===== src/rtl/blc_pkg.sv =====
package blc_pkg;
   typedef enum logic [1:0] {
      ST_IDLE   = 2'd0,
      ST_WAIT   = 2'd1,
      ST_STREAM = 2'd2
   } blc_state_e;
endpackage


===== src/rtl/blc_cfg_reg.sv =====
module blc_cfg_reg #(
   parameter int CFG_W    = 16,
   parameter int CODE_W   = 3,
   parameter int LAT_LSB  = 10,
   parameter int EDGE_BIT = 6,
   parameter int RST_CODE = 7,
   parameter bit RST_EDGE = 1'b1
) (
   input  logic              clk,
   input  logic              rst_n,
   input  logic              we,
   input  logic [CFG_W-1:0]  wdata,
   output logic [CODE_W-1:0] code_q,
   output logic              edge_q
);
   localparam int RSV_BIT = LAT_LSB + CODE_W;

   logic              rsv;
   logic [CODE_W-1:0] new_code;
   logic              unused_cfg_bits;

   assign rsv             = wdata[RSV_BIT];
   assign new_code        = wdata[LAT_LSB +: CODE_W];
   assign unused_cfg_bits = ^wdata;

   always_ff @(posedge clk or negedge rst_n) begin
      if (!rst_n) begin
         code_q <= CODE_W'(RST_CODE);
         edge_q <= RST_EDGE;
      end else if (we) begin
         edge_q <= wdata[EDGE_BIT];
         if (!rsv) code_q <= new_code;
      end
   end

   assert_rsv_keeps_code_R3: assert property (@(posedge clk) disable iff (!rst_n)
      (we && wdata[RSV_BIT]) |=> (code_q == $past(code_q)));

   assert_edge_follows_write_R3: assert property (@(posedge clk) disable iff (!rst_n)
      we |=> (edge_q == $past(wdata[EDGE_BIT])));
endmodule


===== src/rtl/blc_start_det.sv =====
module blc_start_det (
   input  logic clk,
   input  logic rst_n,
   input  logic ce_n,
   input  logic adv_n,
   input  logic rd_async,
   output logic start
);
   logic prev_low;
   logic taken;
   logic low_hit;
   logic rise_hit;

   assign low_hit  = !adv_n && !taken;
   assign rise_hit = adv_n && prev_low && !taken;
   assign start    = !ce_n && !rd_async && (low_hit || rise_hit);

   always_ff @(posedge clk or negedge rst_n) begin
      if (!rst_n) begin
         prev_low <= 1'b0;
         taken    <= 1'b0;
      end else begin
         prev_low <= !adv_n;
         taken    <= adv_n ? 1'b0 : (taken || start);
      end
   end

   assert_single_start_R4: assert property (@(posedge clk) disable iff (!rst_n)
      (start && !adv_n) |=> !start);

   assert_start_needs_ce_R4: assert property (@(posedge clk) disable iff (!rst_n)
      start |-> (!ce_n && !rd_async));
endmodule


===== src/rtl/blc_array.sv =====
module blc_array #(
   parameter int ADDR_W = 8,
   parameter int DATA_W = 16,
   parameter logic [DATA_W-1:0] PAT = 16'hA5C3
) (
   input  logic [ADDR_W-1:0] addr_b,
   input  logic [ADDR_W-1:0] addr_a,
   output logic [DATA_W-1:0] word_b,
   output logic [DATA_W-1:0] word_a
);
   localparam int DEPTH = 1 << ADDR_W;

   function automatic logic [DATA_W-1:0] fill(input logic [ADDR_W-1:0] a);
      logic [DATA_W-1:0] w;
      for (int b = 0; b < DATA_W; b++) w[b] = a[b % ADDR_W];
      return w ^ PAT;
   endfunction

   logic [DATA_W-1:0] rom [DEPTH];

   for (genvar i = 0; i < DEPTH; i++) begin : g_rom
      assign rom[i] = fill(ADDR_W'(i));
   end

   assign word_b = rom[addr_b];
   assign word_a = rom[addr_a];
endmodule


===== src/rtl/blc_seq.sv =====
module blc_seq
   import blc_pkg::*;
#(
   parameter int ADDR_W   = 8,
   parameter int DATA_W   = 16,
   parameter int CODE_W   = 3,
   parameter int LAT_BASE = 2
) (
   input  logic              clk,
   input  logic              rst_n,
   input  logic              start,
   input  logic              abort,
   input  logic [ADDR_W-1:0] addr_in,
   input  logic [CODE_W-1:0] code_q,
   input  logic              edge_q,
   input  logic [DATA_W-1:0] word_b,
   output logic [ADDR_W-1:0] rd_addr,
   output logic [DATA_W-1:0] dq_q,
   output logic              oe_q,
   output logic              wait_q,
   output logic              edge_b
);
   localparam int MAX_LAT = (1 << CODE_W) - 1 + LAT_BASE;
   localparam int CNT_W   = $clog2(MAX_LAT + 1);

   blc_state_e        state;
   logic [CNT_W-1:0]  cnt;
   logic [ADDR_W-1:0] addr_q;

   assign rd_addr = addr_q;

   always_ff @(posedge clk or negedge rst_n) begin
      if (!rst_n) begin
         state  <= ST_IDLE;
         cnt    <= '0;
         addr_q <= '0;
         dq_q   <= '0;
         oe_q   <= 1'b0;
         wait_q <= 1'b0;
         edge_b <= 1'b1;
      end else if (abort) begin
         state  <= ST_IDLE;
         oe_q   <= 1'b0;
         wait_q <= 1'b0;
      end else if (start) begin
         state  <= ST_WAIT;
         cnt    <= CNT_W'(code_q) + CNT_W'(LAT_BASE);
         addr_q <= addr_in;
         edge_b <= edge_q;
         oe_q   <= 1'b0;
         wait_q <= 1'b1;
      end else begin
         case (state)
            ST_WAIT: begin
               cnt <= cnt - CNT_W'(1);
               if (cnt == CNT_W'(2)) wait_q <= 1'b0;
               if (cnt == CNT_W'(1)) begin
                  state  <= ST_STREAM;
                  dq_q   <= word_b;
                  addr_q <= addr_q + ADDR_W'(1);
                  oe_q   <= 1'b1;
                  wait_q <= 1'b0;
               end
            end
            ST_STREAM: begin
               dq_q   <= word_b;
               addr_q <= addr_q + ADDR_W'(1);
            end
            default: begin
               oe_q   <= 1'b0;
               wait_q <= 1'b0;
            end
         endcase
      end
   end

   assert_wait_data_excl_R6: assert property (@(posedge clk) disable iff (!rst_n)
      !(wait_q && oe_q));

   assert_wait_after_latch_R6: assert property (@(posedge clk) disable iff (!rst_n)
      (start && !abort) |=> wait_q);

   assert_cnt_live_R2: assert property (@(posedge clk) disable iff (!rst_n)
      (state == ST_WAIT) |-> (cnt != '0 && cnt <= CNT_W'(MAX_LAT)));

   assert_addr_step_R7: assert property (@(posedge clk) disable iff (!rst_n)
      (state == ST_STREAM && !abort && !start) |=> (addr_q == $past(addr_q) + ADDR_W'(1)));

   assert_cfg_frozen_R11: assert property (@(posedge clk) disable iff (!rst_n)
      (state != ST_IDLE && !start && !abort) |=> $stable(edge_b));
endmodule


===== src/rtl/blc_launch.sv =====
module blc_launch #(
   parameter int DATA_W  = 16,
   parameter bit FALL_EN = 1'b1
) (
   input  logic              clk,
   input  logic              rst_n,
   input  logic [DATA_W-1:0] dq_pos,
   input  logic              oe_pos,
   input  logic              edge_b,
   output logic [DATA_W-1:0] dq_out,
   output logic              oe_out
);
   if (FALL_EN) begin : g_fall
      logic [DATA_W-1:0] dq_neg;
      logic              oe_neg;

      always_ff @(negedge clk or negedge rst_n) begin
         if (!rst_n) begin
            dq_neg <= '0;
            oe_neg <= 1'b0;
         end else begin
            dq_neg <= dq_pos;
            oe_neg <= oe_pos;
         end
      end

      assign dq_out = edge_b ? dq_pos : dq_neg;
      assign oe_out = edge_b ? oe_pos : oe_neg;

      assert_half_cycle_copy_R8: assert property (@(posedge clk) disable iff (!rst_n)
         (oe_neg == oe_pos) && (dq_neg == dq_pos));
   end else begin : g_rise
      logic unused_edge;
      assign unused_edge = edge_b;
      assign dq_out      = dq_pos;
      assign oe_out      = oe_pos;
   end
endmodule


===== src/rtl/burst_lat_ctrl.sv =====
module burst_lat_ctrl #(
   parameter int ADDR_W   = 8,
   parameter int DATA_W   = 16,
   parameter int CFG_W    = 16,
   parameter int CODE_W   = 3,
   parameter int LAT_BASE = 2,
   parameter int LAT_LSB  = 10,
   parameter int EDGE_BIT = 6,
   parameter int RST_CODE = 7,
   parameter bit FALL_EN  = 1'b1,
   parameter logic [DATA_W-1:0] PAT = 16'hA5C3
) (
   input  logic              clk,
   input  logic              rst_n,
   input  logic              ce_n,
   input  logic              adv_n,
   input  logic              rd_async,
   input  logic [ADDR_W-1:0] addr_in,
   input  logic              cfg_we,
   input  logic [CFG_W-1:0]  cfg_wdata,
   output logic [DATA_W-1:0] dq,
   output logic              dq_oe,
   output logic              wait_o
);
   if (ADDR_W < 1 || ADDR_W > 12) begin : g_bad_addr
      $error("ADDR_W must lie in 1..12");
   end
   if (CODE_W < 1 || CODE_W > 4) begin : g_bad_code
      $error("CODE_W must lie in 1..4");
   end
   if (LAT_BASE < 2) begin : g_bad_base
      $error("LAT_BASE must be at least 2");
   end
   if (LAT_LSB + CODE_W >= CFG_W) begin : g_bad_field
      $error("latency field and reserved flag must fit in CFG_W");
   end
   if (EDGE_BIT >= CFG_W || (EDGE_BIT >= LAT_LSB && EDGE_BIT <= LAT_LSB + CODE_W)) begin : g_bad_edge
      $error("EDGE_BIT must be inside CFG_W and clear of the latency field");
   end
   if (RST_CODE < 0 || RST_CODE >= (1 << CODE_W)) begin : g_bad_rst
      $error("RST_CODE must fit CODE_W");
   end

   logic [CODE_W-1:0] code_q;
   logic              edge_q;
   logic              start;
   logic              abort;
   logic [ADDR_W-1:0] rd_addr;
   logic [DATA_W-1:0] word_b;
   logic [DATA_W-1:0] word_a;
   logic [DATA_W-1:0] dq_q;
   logic              oe_q;
   logic              wait_q;
   logic              edge_b;
   logic [DATA_W-1:0] dq_l;
   logic              oe_l;
   logic              async_sel;

   assign abort     = ce_n || rd_async;
   assign async_sel = !ce_n && rd_async;

   blc_cfg_reg #(
      .CFG_W(CFG_W), .CODE_W(CODE_W), .LAT_LSB(LAT_LSB),
      .EDGE_BIT(EDGE_BIT), .RST_CODE(RST_CODE), .RST_EDGE(1'b1)
   ) u_cfg (
      .clk(clk), .rst_n(rst_n), .we(cfg_we), .wdata(cfg_wdata),
      .code_q(code_q), .edge_q(edge_q)
   );

   blc_start_det u_start (
      .clk(clk), .rst_n(rst_n), .ce_n(ce_n), .adv_n(adv_n),
      .rd_async(rd_async), .start(start)
   );

   blc_array #(.ADDR_W(ADDR_W), .DATA_W(DATA_W), .PAT(PAT)) u_array (
      .addr_b(rd_addr), .addr_a(addr_in), .word_b(word_b), .word_a(word_a)
   );

   blc_seq #(
      .ADDR_W(ADDR_W), .DATA_W(DATA_W), .CODE_W(CODE_W), .LAT_BASE(LAT_BASE)
   ) u_seq (
      .clk(clk), .rst_n(rst_n), .start(start), .abort(abort),
      .addr_in(addr_in), .code_q(code_q), .edge_q(edge_q), .word_b(word_b),
      .rd_addr(rd_addr), .dq_q(dq_q), .oe_q(oe_q), .wait_q(wait_q), .edge_b(edge_b)
   );

   blc_launch #(.DATA_W(DATA_W), .FALL_EN(FALL_EN)) u_launch (
      .clk(clk), .rst_n(rst_n), .dq_pos(dq_q), .oe_pos(oe_q),
      .edge_b(edge_b), .dq_out(dq_l), .oe_out(oe_l)
   );

   assign dq_oe  = !ce_n && (rd_async || oe_l);
   assign wait_o = !ce_n && !rd_async && wait_q;
   assign dq     = async_sel ? word_a : (dq_oe ? dq_l : '0);

   assert_ce_quiet_R9: assert property (@(posedge clk) disable iff (!rst_n)
      $past(ce_n) |-> !oe_q);
endmodule


===== config.mk =====
export PLATFORM = sky130hd
export DESIGN_NAME = burst_lat_ctrl
export DESIGN_NICKNAME = d
export VERILOG_FILES = /design/src/rtl/blc_pkg.sv /design/src/rtl/blc_cfg_reg.sv /design/src/rtl/blc_start_det.sv /design/src/rtl/blc_array.sv /design/src/rtl/blc_seq.sv /design/src/rtl/blc_launch.sv /design/src/rtl/burst_lat_ctrl.sv
export SDC_FILE = /design/constraint.sdc
export NUM_CORES = 1
export LEC_CHECK = 0
export CORE_UTILIZATION = 51
export DETAILED_ROUTE_END_ITERATION = 6
export GPL_ROUTABILITY_DRIVEN = 0
export GPL_TIMING_DRIVEN = 0
export PLACE_DENSITY = 0.8
export RECOVER_POWER = 50
export SYNTH_ARGS = -nofsm -noshare
export SYNTH_HDL_FRONTEND = slang
export SYNTH_SLANG_ARGS = --single-unit

===== constraint.sdc =====
create_clock -name clk -period 2.9 [get_ports clk]
set_clock_uncertainty 0.05 [all_clocks]
set_input_delay 0.58 -clock clk [delete_from_list [all_inputs] [get_ports clk]]
set_output_delay 0.58 -clock clk [all_outputs]
set_load 0.02 [all_outputs]

==> qor.csv <==
stage,metric,value,unit
clock_network,total CTS buffers,5,
route,drt first pass iters,5,
route,Initial DRC Count,105,
grt,first-pass GRT wire length,9580,microns
pwr,PwrDens,581,mW/mm^2
clock_network,clk sink count,48,
outcome,violated checks,"capacitance limit, slew limit, setup timing",
grt,global route overflow,0,
timing,setup ws final,-0.793,ns
logic_synthesis,share of synthesized registers carrying an async set or reset,1.00,
clock_network,# H-tree levels,2,
floorplanning,Die Y,72.5,microns
floorplanning,row cnt,25,
pwr,Int Power,1.26,mW
timing,final setup violation count,28,
pwr,Sw Pwr,0.613,mW
logic_synthesis,Cells after Synth,238,
outcome,status,"finished, violations left",
timing,Rel. slew slack,-0.0387,
worst_setup_path,startpoint types,register,
route,DRC violations left,0,
timing,RSZ-0062 raised after global routing,true,
placed_design,Detail Placement HPWL,4030,microns
timing,Slew Limit Fails,28,
logic_synthesis,Post-synth EDFFs,0,
timing,Min Hold Slack,0.477,ns
finish,Layout Nets,325,
worst_setup_path,Worst Path Required,2.27,ns
timing,worst-margin pin slew,1.56,ns
route,vias per cell,5.67,
worst_setup_path,Critical Path End Type,primary output,
worst_setup_path,critical-path maximum fanout,4,
floorplanning,IO Pins,48,
worst_setup_path,crit path DAT,3.06,ns
grt,GRT Resource Usage Total,0.239,
finish,Fillers,391,
floorplanning,full die area,0.00525,sq mm
pwr,Flop pwr share,0.509,
worst_setup_path,CP Class,register to primary output,
floorplanning,Die Wd,72.5,microns
finish,final core utilization,0.680,
floorplanning,initial core utilization,0.533,
pwr,clock share of power,0.206,
finish,layout cells sized above 1,0.284,
clock_network,clock latency on the worst-skew pair,0.30,ns
clock_network,clk slew on worst S/H paths,0.08,ns
route,vias,2020,
finish,number of diodes,0,
logic_synthesis,synthesized area,0.00253,sq mm
logic_synthesis,syn_nets,275,
grt,largest net degree at the start of global routing,29,
clock_network,CTS tree,yes,
pwr,"Power, Total",1.88,mW
route,Total Wirelength,5680,microns
timing,"Hold Vio Cnt, Final",0,
finish,Synth-to-Final Area Change,27.6,%
route,average routed wire per standard cell,16.0,microns
grt,vias in the first global route,1979,
floorplanning,Core Region,0.00475,sq mm
clock_network,Max Root-Sink Buffers,2,
logic_synthesis,"Seq/Total Area, Yosys",0.477,
pwr,sw frac,0.327,
route,antenna-violating nets left,0,
finish,most frequent cells in the layout,"dfrtp_1 (30), nand2_1 (17), nor2_1 (17)",
logic_synthesis,ys flop type,dfrtp_1,
clock_network,CTS Root Cell,clkbuf_8,
min_path,worst min-delay path category,register to register,
logic_synthesis,"Distinct cells, synth",54,
logic_synthesis,Yosys reg bits,48,
grt,initial antenna violation count,0,
logic_synthesis,YS warnings,0,
pwr,"IR drop worst, VDD",0.000298,V
logic_synthesis,Syn Area/Cell,10.6,sq um
pwr,Static Leak,1.40,nW
finish,"commonest non-fill, non-tap cell in the layout",dfrtp_1,
pwr,combinational power share,0.285,
clock_network,hold_buf cts,0,
placed_design,Buffers on Ports,36,
flow_run,number of max-cap violations,1,
-- flip-flops by register name (all words and copies together) (netlist names) --
signal                  count
u_launch.g_fall.dq_neg     12
u_seq.dq_q                 12
u_seq.rd_addr               8
u_seq.cnt                   4
u_cfg.code_q                3
u_seq.state                 2
u_cfg.edge_q                1
u_launch.g_fall.oe_neg      1
u_seq.edge_b                1
u_seq.oe_q                  1
u_seq.wait_q                1
u_start.prev_low            1
u_start.taken               1
-- final timing paths --
path | from | end | slack, ns | cells past startpoint
worst min-delay path | u_seq.dq_q[10]$_DFFE_PN0P_ | u_seq.dq_q[10]$_DFFE_PN0P_ | 0.48 | 2
worst max register to register | u_seq.state[0]$_DFFE_PN0P_ | u_seq.dq_q[12]$_DFFE_PN0P_ | 0.52 | 5
max in group asynchronous | rst_n | u_launch.g_fall.dq_neg[0]$_DFF_NN0_ | -0.06 | 1
worst min register to register | u_seq.dq_q[10]$_DFFE_PN0P_ | u_seq.dq_q[10]$_DFFE_PN0P_ | 0.48 | 2
worst max-delay path | u_launch.g_fall.oe_neg$_DFF_NN0_ | dq[11] | -0.79 | 6
min in group asynchronous | rst_n | u_seq.dq_q[11]$_DFFE_PN0P_ | 0.59 | 1
-- area by class of cell --
type | count | area, sq um | area share
Timing Repair Buffer | 44 | 430 | 0.133
Sequential cell | 48 | 1210 | 0.373
Inverter | 14 | 55.1 | 0.0170
Clock inverter | 1 | 5.00 | 0.00155
Buffer | 15 | 106 | 0.0329
Clock buffer | 7 | 76.3 | 0.0236
Multi-Input combinational cell | 160 | 1270 | 0.392
Tap cell | 67 | 83.8 | 0.0259
-- what timing repair did --
item | 4_1_cts | 5_1_grt
setup buffers | 4 | 3
pin swaps | 6 | 0
setup endpoints to repair | 18 | 17
resized for setup | 95 | 12
-- cell usage after synthesis, drive strengths merged (3+ instances only) --
library cell	instances	area, sq um
nor2b	3	18.8
dfrtp	30	751
a22oi	3	22.5
inv	14	52.6
nor3	4	20.0
nor2	18	77.6
nand3	9	45.0
buf	13	93.8
o2bb2ai	5	43.8
clkbuf	3	11.3
ha	7	87.6
o31ai	6	45.0
mux2	17	191
a211oi	3	27.5
nand2	17	63.8
dfstp	5	131
o21ai	19	95.1
dfrtn	13	325
mux2i	9	90.1
a21oi	7	38.8
-- power groups by stage --
stage / Combinational, mW / Clock [mW] / Sequential [mW]
3_5_place_dp: 0.508 / 0 / 0.970
4_1_cts: 0.517 / 0.398 / 0.957
3_3_place_gp: 0.493 / 0 / 0.958
2_1_floorplan: 0.359 / 0 / 0.928
5_1_grt: 0.585 / 0.426 / 0.982
6_report: 0.534 / 0.387 / 0.957
-- cell families after synthesis --
group	synth area share
and+or+nand+nor	0.140
AOI/OAI and AO/OA	0.175
DFF	0.477
buffers and inverters	0.0622
muxes	0.111
adders and majority gates	0.0346
-- per-layer routing --
metal / vias up / global-route usage / wire length [microns]
li1: 961 / - / -
met3: 7 / 0.0389 / 203
met1: 999 / 0.318 / 2610
met2: 53 / 0.400 / 2810
met4: 0 / 0.0763 / 57
met5: - / 0 / 0
-- metrics by stage --
| stage | TNS [ns] | setup WS [ns] | instances | cell area, sq um |
|---|---|---|---|---|
| CTS | -11.99 | -0.778 | 353 | 3180 |
| finish | -13.08 | -0.793 | 356 | 3230 |
| floorplan | -6.44 | -0.485 | 238 | 2620 |
| global route | -17.70 | -0.827 | 356 | 3230 |
| global placement | -36.04 | -1.43 | 341 | 3060 |
| detailed placement | -14.88 | -0.995 | 342 | 3080 |
-- critical path, cell delays in order (launching register included) --
cell      delay (ns)
dfrtn_1         0.33
mux2_4          0.28
o21bai_4        0.20
buf_12          0.16
o31ai_4         0.06
buf_4           0.16
buf_6           0.12
(Power assumes the default switching activity.)
